<file path="config.mk">
export PLATFORM = sky130hd
export DESIGN_NAME = xreq_recognizer
export DESIGN_NICKNAME = d
export VERILOG_FILES = /design/src/rtl/xreq_pkg.sv /design/src/rtl/xreq_edge_latch.sv /design/src/rtl/xreq_pick.sv /design/src/rtl/xreq_recognizer.sv
export SDC_FILE = /design/constraint.sdc
export NUM_CORES = 1
export LEC_CHECK = 0
export BUFFER_PORTS_ARGS = -buffer_cell sky130_fd_sc_hd__buf_2
export CAP_MARGIN = 15
export CORE_ASPECT_RATIO = 1.4
export CORE_MARGIN = 5
export CORE_UTILIZATION = 48
export CTS_CLUSTER_SIZE = 8
export DETAILED_ROUTE_END_ITERATION = 6
export HOLD_SLACK_MARGIN = 0.03
export PLACE_DENSITY = 0.8
export SYNTH_ARGS = -nofsm -noshare
export SYNTH_HDL_FRONTEND = slang
export SYNTH_SLANG_ARGS = --single-unit
export TNS_END_PERCENT = 100
</file>
<file path="constraint.sdc">
create_clock -name clk -period 2.7 [get_ports clk]
set_input_delay 0.54 -clock clk [delete_from_list [all_inputs] [get_ports clk]]
set_output_delay 0.54 -clock clk [all_outputs]
set_load 0.005 [all_outputs]
</file>
<file path="src/rtl/xreq_pkg.sv">
package xreq_pkg;
    typedef enum logic [2:0] {
        SRC_BUSCHK  = 3'd0,
        SRC_RUNSTOP = 3'd1,
        SRC_FLUSH   = 3'd2,
        SRC_SMI     = 3'd3,
        SRC_INIT    = 3'd4,
        SRC_NMI     = 3'd5,
        SRC_INTR    = 3'd6,
        SRC_STPCLK  = 3'd7
    } src_e;

    localparam int NSRC  = 8;
    localparam int NEDGE = 4;

    // bit positions inside the edge-latch vector
    localparam int E_FLUSH = 0;
    localparam int E_SMI   = 1;
    localparam int E_INIT  = 2;
    localparam int E_NMI   = 3;

    localparam int VEC_BUSERR = 18;
    localparam int VEC_NMI    = 2;

    typedef enum logic {
        ST_RUN   = 1'b0,
        ST_PAUSE = 1'b1
    } ctl_e;
endpackage

</file>
<file path="src/rtl/xreq_edge_latch.sv">
module xreq_edge_latch #(
    parameter int N = 4
) (
    input  logic         clk,
    input  logic         rst_n,
    input  logic [N-1:0] req_in,
    input  logic [N-1:0] clr,
    output logic [N-1:0] pend
);
    for (genvar g = 0; g < N; g++) begin : g_bit
        logic prev_q;
        logic pend_q;
        always_ff @(posedge clk or negedge rst_n) begin
            if (!rst_n) begin
                prev_q <= 1'b0;
                pend_q <= 1'b0;
            end else begin
                prev_q <= req_in[g];
                pend_q <= (pend_q & ~clr[g]) | (req_in[g] & ~prev_q);
            end
        end
        assign pend[g] = pend_q;
    end
endmodule

</file>
<file path="src/rtl/xreq_pick.sv">
module xreq_pick #(
    parameter int N  = 8,
    localparam int IW = $clog2(N)
) (
    input  logic [N-1:0]  req,
    output logic          found,
    output logic [IW-1:0] idx
);
    logic [N-1:0] grant;

    for (genvar g = 0; g < N; g++) begin : g_gr
        if (g == 0) begin : g_top
            assign grant[g] = req[g];
        end else begin : g_rest
            assign grant[g] = req[g] & ~(|req[g-1:0]);
        end
    end

    always_comb begin
        idx = '0;
        for (int i = 0; i < N; i++) begin
            if (grant[i]) idx = IW'(i);
        end
    end

    assign found = |req;
endmodule

</file>
<file path="src/rtl/xreq_recognizer.sv">
module xreq_recognizer
    import xreq_pkg::*;
#(
    parameter int AW      = 32,
    parameter int VW      = 8,
    parameter int SMM_OFS = 32'h8000
) (
    input  logic          clk,
    input  logic          rst_n,
    input  logic          retire,
    input  logic          retire_ss_load,
    input  logic          sw_exc,
    input  logic          bus_busy,
    input  logic          wbuf_empty,
    input  logic          mce,
    input  logic          buschk,
    input  logic          rs_req,
    input  logic          flush_req,
    input  logic          smi_req,
    input  logic          init_req,
    input  logic          nmi_req,
    input  logic          intr_req,
    input  logic          stpclk_req,
    input  logic [VW-1:0] intr_vec,
    input  logic [AW-1:0] smm_base,
    input  logic          smm_exit,
    output logic          take,
    output logic [2:0]    take_src,
    output logic [VW-1:0] take_vec,
    output logic [AW-1:0] take_entry,
    output logic          in_smm,
    output logic          paused
);
    ctl_e state_q, state_n;
    logic stall_by_stp_q;
    logic in_smm_q;

    logic [NEDGE-1:0] edge_in, edge_clr, edge_pend;
    logic [NSRC-1:0]  elig;
    logic             found, gate, fire;
    logic [2:0]       win;
    logic             stall_pin;

    assign edge_in[E_FLUSH] = flush_req;
    assign edge_in[E_SMI]   = smi_req;
    assign edge_in[E_INIT]  = init_req;
    assign edge_in[E_NMI]   = nmi_req;

    xreq_edge_latch #(.N(NEDGE)) u_latch (
        .clk   (clk),
        .rst_n (rst_n),
        .req_in(edge_in),
        .clr   (edge_clr),
        .pend  (edge_pend)
    );

    always_comb begin
        elig              = '0;
        elig[SRC_BUSCHK]  = buschk & mce;
        elig[SRC_RUNSTOP] = rs_req;
        elig[SRC_FLUSH]   = edge_pend[E_FLUSH];
        elig[SRC_SMI]     = edge_pend[E_SMI] & ~in_smm_q;
        elig[SRC_INIT]    = edge_pend[E_INIT];
        elig[SRC_NMI]     = edge_pend[E_NMI];
        elig[SRC_INTR]    = intr_req;
        elig[SRC_STPCLK]  = stpclk_req;
    end

    xreq_pick #(.N(NSRC)) u_pick (
        .req  (elig),
        .found(found),
        .idx  (win)
    );

    assign gate = retire & ~retire_ss_load & ~sw_exc
                & (~bus_busy | wbuf_empty) & (state_q == ST_RUN);
    assign fire = gate & found;

    always_comb begin
        edge_clr          = '0;
        edge_clr[E_FLUSH] = fire & (win == SRC_FLUSH);
        edge_clr[E_SMI]   = fire & (win == SRC_SMI);
        edge_clr[E_INIT]  = fire & (win == SRC_INIT);
        edge_clr[E_NMI]   = fire & (win == SRC_NMI);
    end

    assign stall_pin = stall_by_stp_q ? stpclk_req : rs_req;

    // next-state logic
    always_comb begin
        state_n = state_q;
        unique case (state_q)
            ST_RUN: begin
                if (fire && (win == SRC_RUNSTOP || win == SRC_STPCLK))
                    state_n = ST_PAUSE;
            end
            ST_PAUSE: begin
                if (!stall_pin) state_n = ST_RUN;
            end
            default: state_n = ST_RUN;
        endcase
    end

    // state register
    always_ff @(posedge clk or negedge rst_n) begin
        if (!rst_n) begin
            state_q        <= ST_RUN;
            stall_by_stp_q <= 1'b0;
        end else begin
            state_q <= state_n;
            if (fire && state_q == ST_RUN)
                stall_by_stp_q <= (win == SRC_STPCLK);
        end
    end

    always_ff @(posedge clk or negedge rst_n) begin
        if (!rst_n)                       in_smm_q <= 1'b0;
        else if (fire && win == SRC_SMI)  in_smm_q <= 1'b1;
        else if (smm_exit)                in_smm_q <= 1'b0;
    end

    // registered outputs
    always_ff @(posedge clk or negedge rst_n) begin
        if (!rst_n) begin
            take       <= 1'b0;
            take_src   <= '0;
            take_vec   <= '0;
            take_entry <= '0;
        end else begin
            take       <= fire;
            take_src   <= fire ? win : 3'd0;
            take_vec   <= '0;
            take_entry <= '0;
            if (fire) begin
                unique case (win)
                    SRC_BUSCHK: take_vec   <= VW'(VEC_BUSERR);
                    SRC_NMI:    take_vec   <= VW'(VEC_NMI);
                    SRC_INTR:   take_vec   <= intr_vec;
                    SRC_SMI:    take_entry <= smm_base + AW'(SMM_OFS);
                    default:    take_vec   <= '0;
                endcase
            end
        end
    end

    assign in_smm = in_smm_q;
    assign paused = (state_q == ST_PAUSE);
endmodule

</file>
# Word level (Yosys, flattened, before mapping)
# Cells that the tools add are included.
[word_totals]
regBits = 55
input_bits = 57
out_inout_bits = 46
wordCells = 105
[classes]
addsub = 1
n_eq_ne = 7
n_mux = 18
n_bitwise = 51
reduce_logical = 13
[op_table]
columns = ["cell", "n"]
rows = [
  ["two-way mux 32 bit", 2],
  ["adder 32 x 16 -> 32 bit (second input constant)", 1],
  ["bitwise AND 1 bit", 26],
  ["one-hot mux 8 bit (3 select lines)", 1],
  ["two-way mux 3 bit", 7],
  ["NOT 1 bit", 20],
  ["== test 3 bit (second input constant)", 4],
  ["two-way mux 8 bit", 1],
  ["OR reduction 8 bit", 1],
  ["OR reduction 7 bit", 1],
  ["== test 3 x 2 -> 1 bit (second input constant)", 2],
  ["two-way mux 1 bit", 6],
  ["OR reduction 6 bit", 1],
  ["bitwise OR 1 bit", 5],
  ["OR reduction 5 bit", 1],
  ["OR reduction 4 bit", 1],
  ["== test 3 x 1 -> 1 bit (second input constant)", 1],
  ["logical AND 1 bit", 3],
  ["zero test 3 bit", 1],
  ["OR reduction 3 bit", 1],
  ["one-hot mux 1 bit (2 select lines)", 1],
  ["nonzero test 2 bit", 1],
  ["OR reduction 2 bit", 1],
  ["logical OR 1 bit", 1],
]

# Logic depth before layout (Yosys ltp)
# Gate-level depths: netlist (run 1).
[logic_depth]
depth_word = 15
depth_mapped = 6
ltp_nobuf = 5

# Cells and area by module
# From an unflattened synthesis (run 1), not the netlist that was laid out.
[hier_totals]
hier_cells = 208
area_unflattened_um2 = 2304.7
[modules_own_cells]
columns = ["mod", "instances", "cells_each", "area_per_inst_um2", "seq_area_each_um2"]
rows = [
  ["xreq_recognizer", 1, 169, 1906.8, 1176.1],
  ["xreq_edge_latch", 1, 24, 310.3, 200.2],
  ["xreq_pick", 1, 15, 87.6, 0.0],
]

# Least setup slack after synthesis (run 1)
# Ideal clock, no wire load.
[synth_timing]
path_type = "input port to flip-flop"
startpoint = "in retire_ss_load"
endpoint = "reg take_entry[31]"
t_arrival_ns = 1.745
required_time_ns = 2.605
slack_ns = 0.859
stages = 5
n_path_buf = 1
cell_sequence = "or4b_4 > a211oi_4 > clkbuf_1 > o2111ai_1 > o31ai_1"
[synth_between]
elab_chain_cells = 7
[synth_lines]
columns = ["item", "line", "rtl"]
rows = [
  ["start, declared", "xreq_recognizer.sv:11", "input logic retire_ss_load,"],
  ["NOT 1 bit", "xreq_recognizer.sv:75", "assign gate = retire & ~retire_ss_load & ~sw_exc"],
  ["bitwise AND 1 bit (2 in series)", "xreq_recognizer.sv:75", ""],
  ["bitwise AND 1 bit (2 in series)", "xreq_recognizer.sv:76", "& (~bus_busy | wbuf_empty) & (state_q == ST_RUN);"],
  ["bitwise AND 1 bit", "xreq_recognizer.sv:77", "assign fire = gate & found;"],
  ["two-way mux 32 bit", "xreq_recognizer.sv:134", "if (fire) begin"],
  ["end signal, assigned", "xreq_recognizer.sv:139", "SRC_SMI: take_entry <= smm_base + AW'(SMM_OFS);"],
  ["end, declared", "xreq_recognizer.sv:30", "output logic [AW-1:0] take_entry,"],
]
# No other way between the ends.
# A chain may end at the register's enable or synchronous reset.

# Final worst setup path (run 1)
[layout_timing]
startpoint = "reg state_q, in the netlist paused"
endpoint = "reg u_latch.g_bit[1].pend_q"
[layout_between]
elab_chain_cells = 7
[layout_lines]
columns = ["item", "line", "rtl"]
rows = [
  ["start, declared", "xreq_recognizer.sv:34", "ctl_e state_q, state_n;"],
  ["start signal, assigned", "xreq_recognizer.sv:110", "state_q <= state_n;"],
  ["NOT 1 bit", "-", ""],
  ["bitwise AND 1 bit", "xreq_recognizer.sv:76", ""],
  ["bitwise AND 1 bit", "xreq_recognizer.sv:77", ""],
  ["bitwise AND 1 bit", "xreq_recognizer.sv:82", "edge_clr[E_SMI] = fire & (win == SRC_SMI);"],
  ["NOT 1 bit", "xreq_edge_latch.sv:19", "pend_q <= (pend_q & ~clr[g]) | (req_in[g] & ~prev_q);"],
  ["bitwise AND 1 bit", "xreq_edge_latch.sv:19", ""],
  ["bitwise OR 1 bit", "xreq_edge_latch.sv:19", ""],
  ["end signal, assigned", "xreq_edge_latch.sv:19", ""],
  ["end, declared", "xreq_edge_latch.sv:12", "logic pend_q;"],
]
# No other way between the ends.

==> results_dict.tcl, run 1 <==
set metrics [dict create \
    outcome "complete, no violations" \
    hold_viol 0 \
    dp.final_hpwl_um 4170 \
    grt_start_max_net_pins 35 \
    slew_headroom_pct 56.3 \
    ys_warn_count 0 \
    grt_pass1_wl_um 8260 \
    synth_top_family_by_area "simple AND/OR/NAND/NOR gates" \
    place_ws_ps 418 \
    yosysUniqueCellTypes 42 \
    vias 1918 \
    finalSetupTns_ps 0 \
    die_x_um 68.5 \
    cap_violations 0 \
    cts_root_buf "clkbuf_8" \
    dieArea_um2 6300 \
    synth_compound_gate_area_share_pct 10.3 \
    initial_core_util_pct 50.0 \
    min_period_ps 2060 \
    syn_avg_cell_area_um2 11.3 \
    critPathRequiredTime_ps 2900 \
    netlist_instances 203 \
    yosys.cell_count.top_type "dfrtp_1" \
    crit_arrival_ps 2260 \
    yosysTopAreaCell "dfrtp_1" \
    overflow 0 \
    insertedDiodeCount 0 \
    drive_gt1_share_pct 38.4 \
    rsz0062_at_grt "false" \
    critPathKind "reg2reg" \
    cts.clk_slew.worst_paths_ps 100 \
    ys_ff_latch 55 \
    clock_sinks 55 \
    grt_pass1_vias 1847 \
    ant_nets 0 \
    p_leak_nw 1.65 \
    synth_flop_cell "dfrtp_1" \
    max_freq_mhz 485 \
    routed_wl_um 5220 \
    holdWs_ps 171 \
    cts_buffer_depth 2 \
    rrSetupSlack_ps 640 \
    ys_async_sr_fraction_pct 100 \
    cts_made_buffers 5 \
    cts_setup_buffers 0 \
    syn2layout_area_growth_pct 29.0 \
    tightestPinTransition_ps 655 \
    synth_top_area_share_pct 59.8 \
    layout.nets 367 \
    firstDrtPassIters 4 \
    drc 0 \
    place_area_um2 2870 \
    coreArea_um2 4610 \
    period_share_pct 76.3 \
    critPathMaxFanout 17 \
    placementRows 29 \
    cts_tree "built" \
    synth_area_leaders "dfrtp_1 60%, and3_1 4.3%, nor2_1 2.9%" \
    critical-path-slowest-cell "or4b_4" \
    synth-edff-count 0 \
    final_cell_area_um2 2970 \
    vias_per_cell 5.16 \
    pin_count 103 \
    synth-xor-area-share_pct 4.57 \
    ys_top_cells_by_count "55 x dfrtp_1, 18 x nor2_1, 16 x and3_1" \
    cp_cell_sequence "or4b_4 -> a211oi_4 -> nand2_4 -> a22o_1" \
    syn_area_um2 2300 \
    hold_buffers 0 \
    globalplace.congestion 0.915 \
    die_h_um 91.9 \
    synthAdderAreaFrac_pct 0.543 \
    cts.repair.resized 0 \
    start_kind "flop" \
    track_usage_pct 17.3 \
    wire_per_inst_um 14.0 \
    syn_nets 261 \
    irDropWorstVdd_uv 375 \
    post-route-worst-setup-slack_ps 639 \
    synth_mux_area_share_pct 0.489 \
    portBuffers 102 \
    insertion_delay_ps 310 \
    hp-class "in2async" \
    critPathMaxStageDelay_ps 580 \
    final_core_util_pct 64.5 \
    power_density_nw_per_um2 488 \
    clock_skew_ps 14.6 \
    cp-end-kind "flop" \
    ys_seq_area_share_pct 59.8 \
    fillers 395 \
    htree_levels 2 \
    finalMaxSlewViolations 0 \
    synth_simple_gate_area_share_pct 21.2 \
    antenna_found_initial 0 \
    setup_viol 0 \
    first_iter_violations 125 \
]
==> cells by family (layout without fill, tap and decap cells) <==
family                     count (synthesis)  in the layout
and+or+nand+nor                           86             86
DFF                                       55             55
adders and majority gates                  1              1
AOI/OAI and AO/OA                         33             33
buffers and inverters                     15            122
muxes                                      1              1
xor gates and xnor gates                  12             12
==> flip-flops by register name (all words and copies together), names as in the netlist <==
signal / cells
paused: 1
u_latch.g_bit.prev_q: 4
stall_by_stp_q: 1
take: 1
take_src: 3
take_entry: 32
in_smm: 1
take_vec: 8
u_latch.g_bit.pend_q: 4
==> report_power, final <==
group | leakage, nW | internal, mW | switching [mW]
registers | 0.736 | 0.836 | 0.00641
clock network | 0.0474 | 0.210 | 0.255
logic | 0.864 | 0.0609 | 0.0816
total | 1.65 | 1.11 | 0.343
==> critical path: cells and delay by family (launching register included) <==
family | cells | cell delay, ps
flip-flops | 1 | 410
AND/OR/NAND/NOR | 2 | 810
AO/OA/AOI/OAI | 2 | 750
==> placed cells by master, fill, tap and decap left out, drive strengths merged, types with 3 or more instances in the layout <==
cell	count
a21o	3
a21oi	10
and2	7
and3	16
and4	3
buf	104
clkbuf	6
dfrtp	55
inv	10
nand2	9
nand3	10
nand4	4
nor2	18
nor3	3
nor4	4
o21ai	4
o31ai	3
xnor2	6
xor2	6
==> worst paths after layout <==
path / from / endpoint / cells after the start
setup reg to reg: paused / u_latch.g_bit[1].pend_q / 4
min in group clk: flush_req / u_latch.g_bit[0].prev_q / 1
hold / removal: rst_n / take_vec[3] / 1
max in group asynchronous: rst_n / u_latch.g_bit[2].prev_q / 2
setup / recovery: paused / u_latch.g_bit[1].pend_q / 4
hold reg to reg: u_latch.g_bit[3].prev_q / u_latch.g_bit[3].pend_q / 1
==> layer usage <==
metal	GRT usage, %	wire [um]
met4	5.31	36
met3	6.11	586
met1	18.7	1840
met2	30.6	2750
met5	0	0
==> area by class of cell <==
cell class	instances	area [um2]	share of cell area (%)
Multi-Input combinational cell	133	855	28.8
Tap cell	62	77.6	2.61
Clock buffer	6	82.6	2.78
Sequential cell	55	1380	46.3
Inverter	10	37.5	1.26
Clock inverter	2	16.3	0.548
Timing Repair Buffer	104	526	17.7
==> per-stage QoR <==
step | std cells | total power [mW]
final | 372 | 1.45
after global routing | 372 | 1.52
after CTS | 372 | 1.47
after detailed placement | 364 | 1.00
after global placement | 364 | 0.999
after floorplan | 203 | 0.915
Note: power is estimated with default switching activity, not from simulation.
==> run 2: changes to the inputs <==
--- a/config.mk
+++ b/config.mk
@@ -9,11 +9,11 @@
 export CAP_MARGIN = 15
 export CORE_ASPECT_RATIO = 1.4
 export CORE_MARGIN = 5
-export CORE_UTILIZATION = 48
+export CORE_UTILIZATION = 42
 export CTS_CLUSTER_SIZE = 8
 export DETAILED_ROUTE_END_ITERATION = 6
 export HOLD_SLACK_MARGIN = 0.03
-export PLACE_DENSITY = 0.8
+export PLACE_DENSITY = 0.74
 export SYNTH_ARGS = -nofsm -noshare
 export SYNTH_HDL_FRONTEND = slang
 export SYNTH_SLANG_ARGS = --single-unit
==> constraint.sdc (replaced) <==
create_clock -name clk -period 1.7 [get_ports clk]
set_input_delay 0.34 -clock clk [delete_from_list [all_inputs] [get_ports clk]]
set_output_delay 0.34 -clock clk [all_outputs]
set_load 0.005 [all_outputs]
==> run 2 against run 1 <==
  * The run now ends with negative setup slack left
  * Sequential share of layout area decreased by 3.2 points
  * Fmax grew 20%
  * Critical path depth increased by 2
  * Register-to-register slack got worse by 660 ps
  * Final area up 7.3%
  * Worst hold slack got worse by 16 ps
  * Flip-flop and latch count did not move
  * Final cell count increased by 5.1%
  * First-iteration DRC count is 24% higher
  * Wire length rose by 12%
  * Non-clock buffer count increased by 13
  * Core utilization down 5.5 points
  * Critical path type unchanged
  * Critical endpoint is now take_entry[16]
  * Largest cell class unchanged
==> results_dict.tcl, run 2 (same netlist as run 1, synthesis figures left out) <==
set metrics [dict create \
    outcome "finished, violations left" \
    violations "negative setup slack" \
    vias_per_cell 5.11 \
    finalMaxSlewViolations 0 \
    pin_count 103 \
    max_freq_mhz 581 \
    setup_viol 2 \
    dieArea_um2 7080 \
    dp.final_hpwl_um 4520 \
    p_switching_uw 547 \
    insertedDiodeCount 0 \
    switching_share_pct 21.2 \
    cts_made_buffers 5 \
    cap_violations 0 \
    wire_per_inst_um 14.9 \
    critPathMaxFanout 5 \
    irDropWorstVdd_uv 451 \
    post-route-worst-setup-slack_ps -19.9 \
    critPathRequiredTime_ps 1950 \
    drive_gt1_share_pct 44.9 \
    cts_root_buf "clkbuf_8" \
    routed_wl_um 5820 \
    pwr-share-comb_pct 10.0 \
    clock_skew_ps 3.00 \
    hold_viol 0 \
    critical-path-slowest-cell "or4b_4" \
    globalplace.congestion 0.840 \
    cpMostUsedCell "buf_4" \
    placementRows 32 \
    place_ws_ps -107 \
    tightestPinTransition_ps 471 \
    first_iter_violations 155 \
    top_regs "take_entry x32, take_vec x8" \
    die_x_um 72.6 \
    grt_start_max_net_pins 41 \
    clockPowerShare_pct 38.2 \
    insertion_delay_ps 300 \
    finalSetupTns_ps -21.5 \
    p_leak_nw 1.74 \
    start_kind "flop" \
    grt_pass1_wl_um 9300 \
    slew_headroom_pct 68.2 \
    internal_power_mw 2.03 \
    layout.nets 380 \
    regMostFlops "take_entry" \
    ant_nets 0 \
    fillers 483 \
    multi_input_area_um2 902 \
    cp-end-kind "flop" \
    crit_arrival_ps 1970 \
    overflow 0 \
    clock_sinks 55 \
    drc 0 \
    min_period_ps 1720 \
    cts_buffer_depth 2 \
    final_core_util_pct 59.0 \
    period_share_pct 101 \
    firstDrtPassIters 4 \
    ff_latch_area_um2 1380 \
    die_h_um 97.6 \
    layout_common_cells "102 x buf_2, 55 x dfrtp_1, 14 x and3_1" \
    initial_core_util_pct 42.6 \
    rsz0062_at_grt "true" \
    portBuffers 102 \
    coreArea_um2 5410 \
    grt_pass1_vias 2026 \
    antenna_found_initial 0 \
    cts.clk_slew.worst_paths_ps 90 \
    syn2layout_area_growth_pct 38.5 \
    critPathMaxStageDelay_ps 520 \
    htree_levels 2 \
    cts_tree "built" \
    track_usage_pct 16.7 \
    hp-class "in2reg" \
    cp_cell_sequence "or4b_4 -> a211oi_4 -> buf_6 -> buf_4 -> buf_4 -> and3_4" \
    power_density_nw_per_um2 809 \
    finalPower_mw 2.58 \
    final_common_cell "buf_2" \
    vias 1999 \
    largest_register_ffs 32 \
    pwr-share-seq_pct 51.9 \
    critPathKind "reg2reg" \
]
[run 2: what timing repair did]
item	CTS	global route
gates resized for setup	7	10
pin swaps	2	1
endpoints found under the hold margin	15	0
endpoints found under the setup margin	19	41
hold buffers	1	0
buffers inserted	2	0
[run 2: final cells by class]
class                      count  share of cell area, %
multi-input combinational    133                   28.3
inverter                      10                   1.18
clock inverter                 2                   1.88
clock buffer                   6                   2.28
timing repair buffer         117                   20.5
sequential                    55                   43.2
tap                           68                   2.67
[run 2: power groups by stage]
stage	sequential (mW)	combinational, mW	clock [mW]
floorplan	1.36	0.0905	0
CTS	1.34	0.257	1.01
detailed placement	1.36	0.250	0
finish	1.34	0.257	0.984
global route	1.34	0.287	1.07
global placement	1.36	0.246	0
[run 2: through the flow]
| stage | std cells | cell area [um2] | hold slack, ps |
|---|---|---|---|
| finish | 391 | 3190 | 156 |
| detailed placement | 381 | 2990 | 282 |
| global placement | 381 | 2990 | 276 |
| CTS | 392 | 3170 | 149 |
| floorplan | 203 | 2300 | 44.4 |
| global route | 391 | 3190 | 152 |
[run 2: worst max-delay path, delay by kind of cell, from the launching register on]
kind / cells / cell delay [ps]
compound gates: 1 / 240
buf+inv: 3 / 370
flops: 1 / 380
simple gates: 2 / 680
[run 2: path summary, 6_finish.rpt]
path                       slack (ps)  depth (start not counted)               startpoint                 endpoint
max in group asynchronous         690                          3                    rst_n              take_src[2]
setup / recovery                  -20                          6                   paused           take_entry[16]
hold / removal                    160                          1                  nmi_req  u_latch.g_bit[3].prev_q
setup reg to reg                  -20                          6                   paused           take_entry[16]
min in group asynchronous         480                          2                    rst_n            take_entry[8]
hold reg to reg                   440                          1  u_latch.g_bit[3].prev_q  u_latch.g_bit[3].pend_q
[run 2: metal layers]
layer | up-vias | track usage, % | routed length, um
li1 | 960 | - | -
met1 | 948 | 18.9 | 2150
met2 | 80 | 29.7 | 3070
met3 | 11 | 4.14 | 500
met4 | 0 | 5.68 | 109
met5 | - | 0 | 0
==> run 3: changes to the inputs <==
--- a/config.mk
+++ b/config.mk
@@ -13,7 +13,7 @@
 export CTS_CLUSTER_SIZE = 8
 export DETAILED_ROUTE_END_ITERATION = 6
 export HOLD_SLACK_MARGIN = 0.03
-export PLACE_DENSITY = 0.74
+export PLACE_DENSITY_LB_ADDON = 0.05
 export SYNTH_ARGS = -nofsm -noshare
 export SYNTH_HDL_FRONTEND = slang
 export SYNTH_SLANG_ARGS = --single-unit
==> run 3 against run 2 <==
  * Global-route usage about the same
  * Highest routed layer unchanged
  * The run still ends with negative setup slack left
  * Clock-buffer cell count increased by 1
  * Clock skew increased by 7.9 ps
  * Fmax decreased by 0.31%
==> results_dict.tcl, run 3 (same netlist as run 1, synthesis figures left out) <==
set metrics [dict create \
    outcome "finished, violations left" \
    violations "negative setup slack" \
    dieArea_um2 7080 \
    start_kind "flop" \
    p_leak_nw 1.74 \
    htree_levels 2 \
    cp-end-kind "flop" \
    clockPowerShare_pct 32.5 \
    grt_pass1_wl_um 9300 \
    critPathRequiredTime_ps 1900 \
    switching_share_pct 23.3 \
    place_ws_ps -101 \
    placementRows 32 \
    clock_sinks 55 \
    p_switching_uw 553 \
    min_path_cells 1 \
    finalMaxSlewViolations 0 \
    slew_headroom_pct 69.4 \
    post-route-worst-setup-slack_ps -25.3 \
    met1_length_um 2090 \
    finalPower_mw 2.37 \
    drive_gt1_share_pct 46.6 \
    tightestPinTransition_ps 453 \
    cts_buffer_depth 2 \
    layout.nets 383 \
    internal_power_mw 1.82 \
    r2r_cells 6 \
    drc 0 \
    wl_met3_um 408 \
    syn2layout_area_growth_pct 39.8 \
    pwr-share-comb_pct 11.0 \
    min_delay_worst_endpoint "u_latch.g_bit[2].prev_q" \
    cts_root_buf "clkbuf_8" \
    critical-path-slowest-cell "or4b_4" \
    cts.clk_slew.worst_paths_ps 100 \
    largest_register_ffs 32 \
    max_freq_mhz 580 \
    track_usage_pct 16.6 \
    ant_nets 0 \
    setup_viol 1 \
    reg2reg_to "take_entry[31]" \
    coreArea_um2 5410 \
    insertedDiodeCount 0 \
    crit-reg2reg-launch "paused" \
    regMostFlops "take_entry" \
    wire_per_inst_um 14.5 \
    vias_per_cell 5.02 \
    cts_tree "built" \
    final_cell_area_um2 3220 \
    cap_violations 0 \
    top_regs "take_entry x32, take_vec x8" \
    fillers 490 \
    vias 1976 \
    critPathMaxFanout 5 \
    cp_cell_sequence "or4b_4 -> a211oi_4 -> buf_6 -> buf_4 -> o2111ai_1 -> o31ai_2" \
    cts_made_buffers 5 \
    portBuffers 102 \
    pwr-share-seq_pct 56.5 \
    die_x_um 72.6 \
    die_h_um 97.6 \
    critPathKind "reg2reg" \
    post-place-cells 384 \
    routed_wl_um 5700 \
    holdWs_ps 156 \
    globalplace.congestion 0.862 \
    power_density_nw_per_um2 736 \
    first_iter_violations 94 \
    antenna_found_initial 0 \
    dp.final_hpwl_um 4490 \
    grt_start_max_net_pins 40 \
    wl_met2_um 3140 \
    rsz0062_at_grt "true" \
    path_buf_inv 2 \
    top_layer "met4" \
    min_period_ps 1730 \
    critPathMaxStageDelay_ps 520 \
    crit_arrival_ps 1930 \
    hp-class "in2reg" \
    layout_common_cells "102 x buf_2, 55 x dfrtp_1, 16 x and3_1" \
    overflow 0 \
    hold_viol 0 \
    insertion_delay_ps 300 \
    rrSetupSlack_ps -30 \
    final_common_cell "buf_2" \
    crit_family "simple AND/OR/NAND/NOR gates" \
    place_area_um2 3020 \
    initial_core_util_pct 42.6 \
    firstDrtPassIters 4 \
    irDropWorstVdd_uv 359 \
    clock_skew_ps 10.9 \
    fin_cells 394 \
    period_share_pct 101 \
    pin_count 103 \
    hold_start "init_req" \
    grt_pass1_vias 2036 \
]
run 3: metal layers:
layer  vias to the layer above  global-route usage, %
met5                         -                      0
met2                        60                   31.2
li1                        963                      -
met1                       947                   17.7
met3                         6                   3.83
met4                         0                   5.11
run 3: worst max-delay path by stage:
stage / start / to / slack, ps / cells past startpoint
final: paused / take_entry[31] / -30 / 6
after floorplan: paused / u_latch.g_bit[2].pend_q / 40 / 4
after detailed placement: retire_ss_load / u_latch.g_bit[2].pend_q / -100 / 5
after global placement: retire_ss_load / u_latch.g_bit[2].pend_q / -90 / 5
after CTS: paused / take_vec[7] / 6 / 5
after global routing: paused / take_entry[31] / -100 / 6
run 3: layout make-up:
cell class / count / area [um2] / area share [%]
Inverter: 10 / 37.5 / 1.17
Tap cell: 68 / 85.1 / 2.64
Multi-Input combinational cell: 133 / 922 / 28.7
Timing Repair Buffer: 120 / 693 / 21.5
Clock buffer: 7 / 96.3 / 2.99
Clock inverter: 1 / 7.51 / 0.233
Sequential cell: 55 / 1380 / 42.8
run 3: worst register-to-register path: cells and delay by family, from the launching register on:
| family | cells | cell delay (ps) |
|---|---|---|
| and+or+nand+nor | 1 | 520 |
| DFF | 1 | 390 |
| buffers and inverters | 2 | 300 |
| AOI/OAI and AO/OA | 3 | 420 |
run 3: what timing repair did:
action | CTS | global route
hold buffers | 1 | 0
pin swaps | 1 | 2
buffers inserted | 0 | 1
endpoints found under the setup margin | 40 | 39
resized for setup | 3 | 19
endpoints found under the hold margin | 16 | 0
run 3: power by group through the flow:
stage                     clock, mW  combinational [mW]  sequential (mW)
final                         0.771               0.261             1.34
after detailed placement          0               0.250             1.36
after floorplan                   0              0.0905             1.36
after global placement            0               0.249             1.36
after global routing          0.849               0.295             1.34
after CTS                     0.801               0.254             1.34
run 3: through the flow:
step	TNS, ps	util, %
2_1_floorplan	0	-
3_3_place_gp	-1700	55.9
3_5_place_dp	-2230	55.9
4_1_cts	0	58.2
5_1_grt	-1830	59.5
6_report	-25.3	59.5
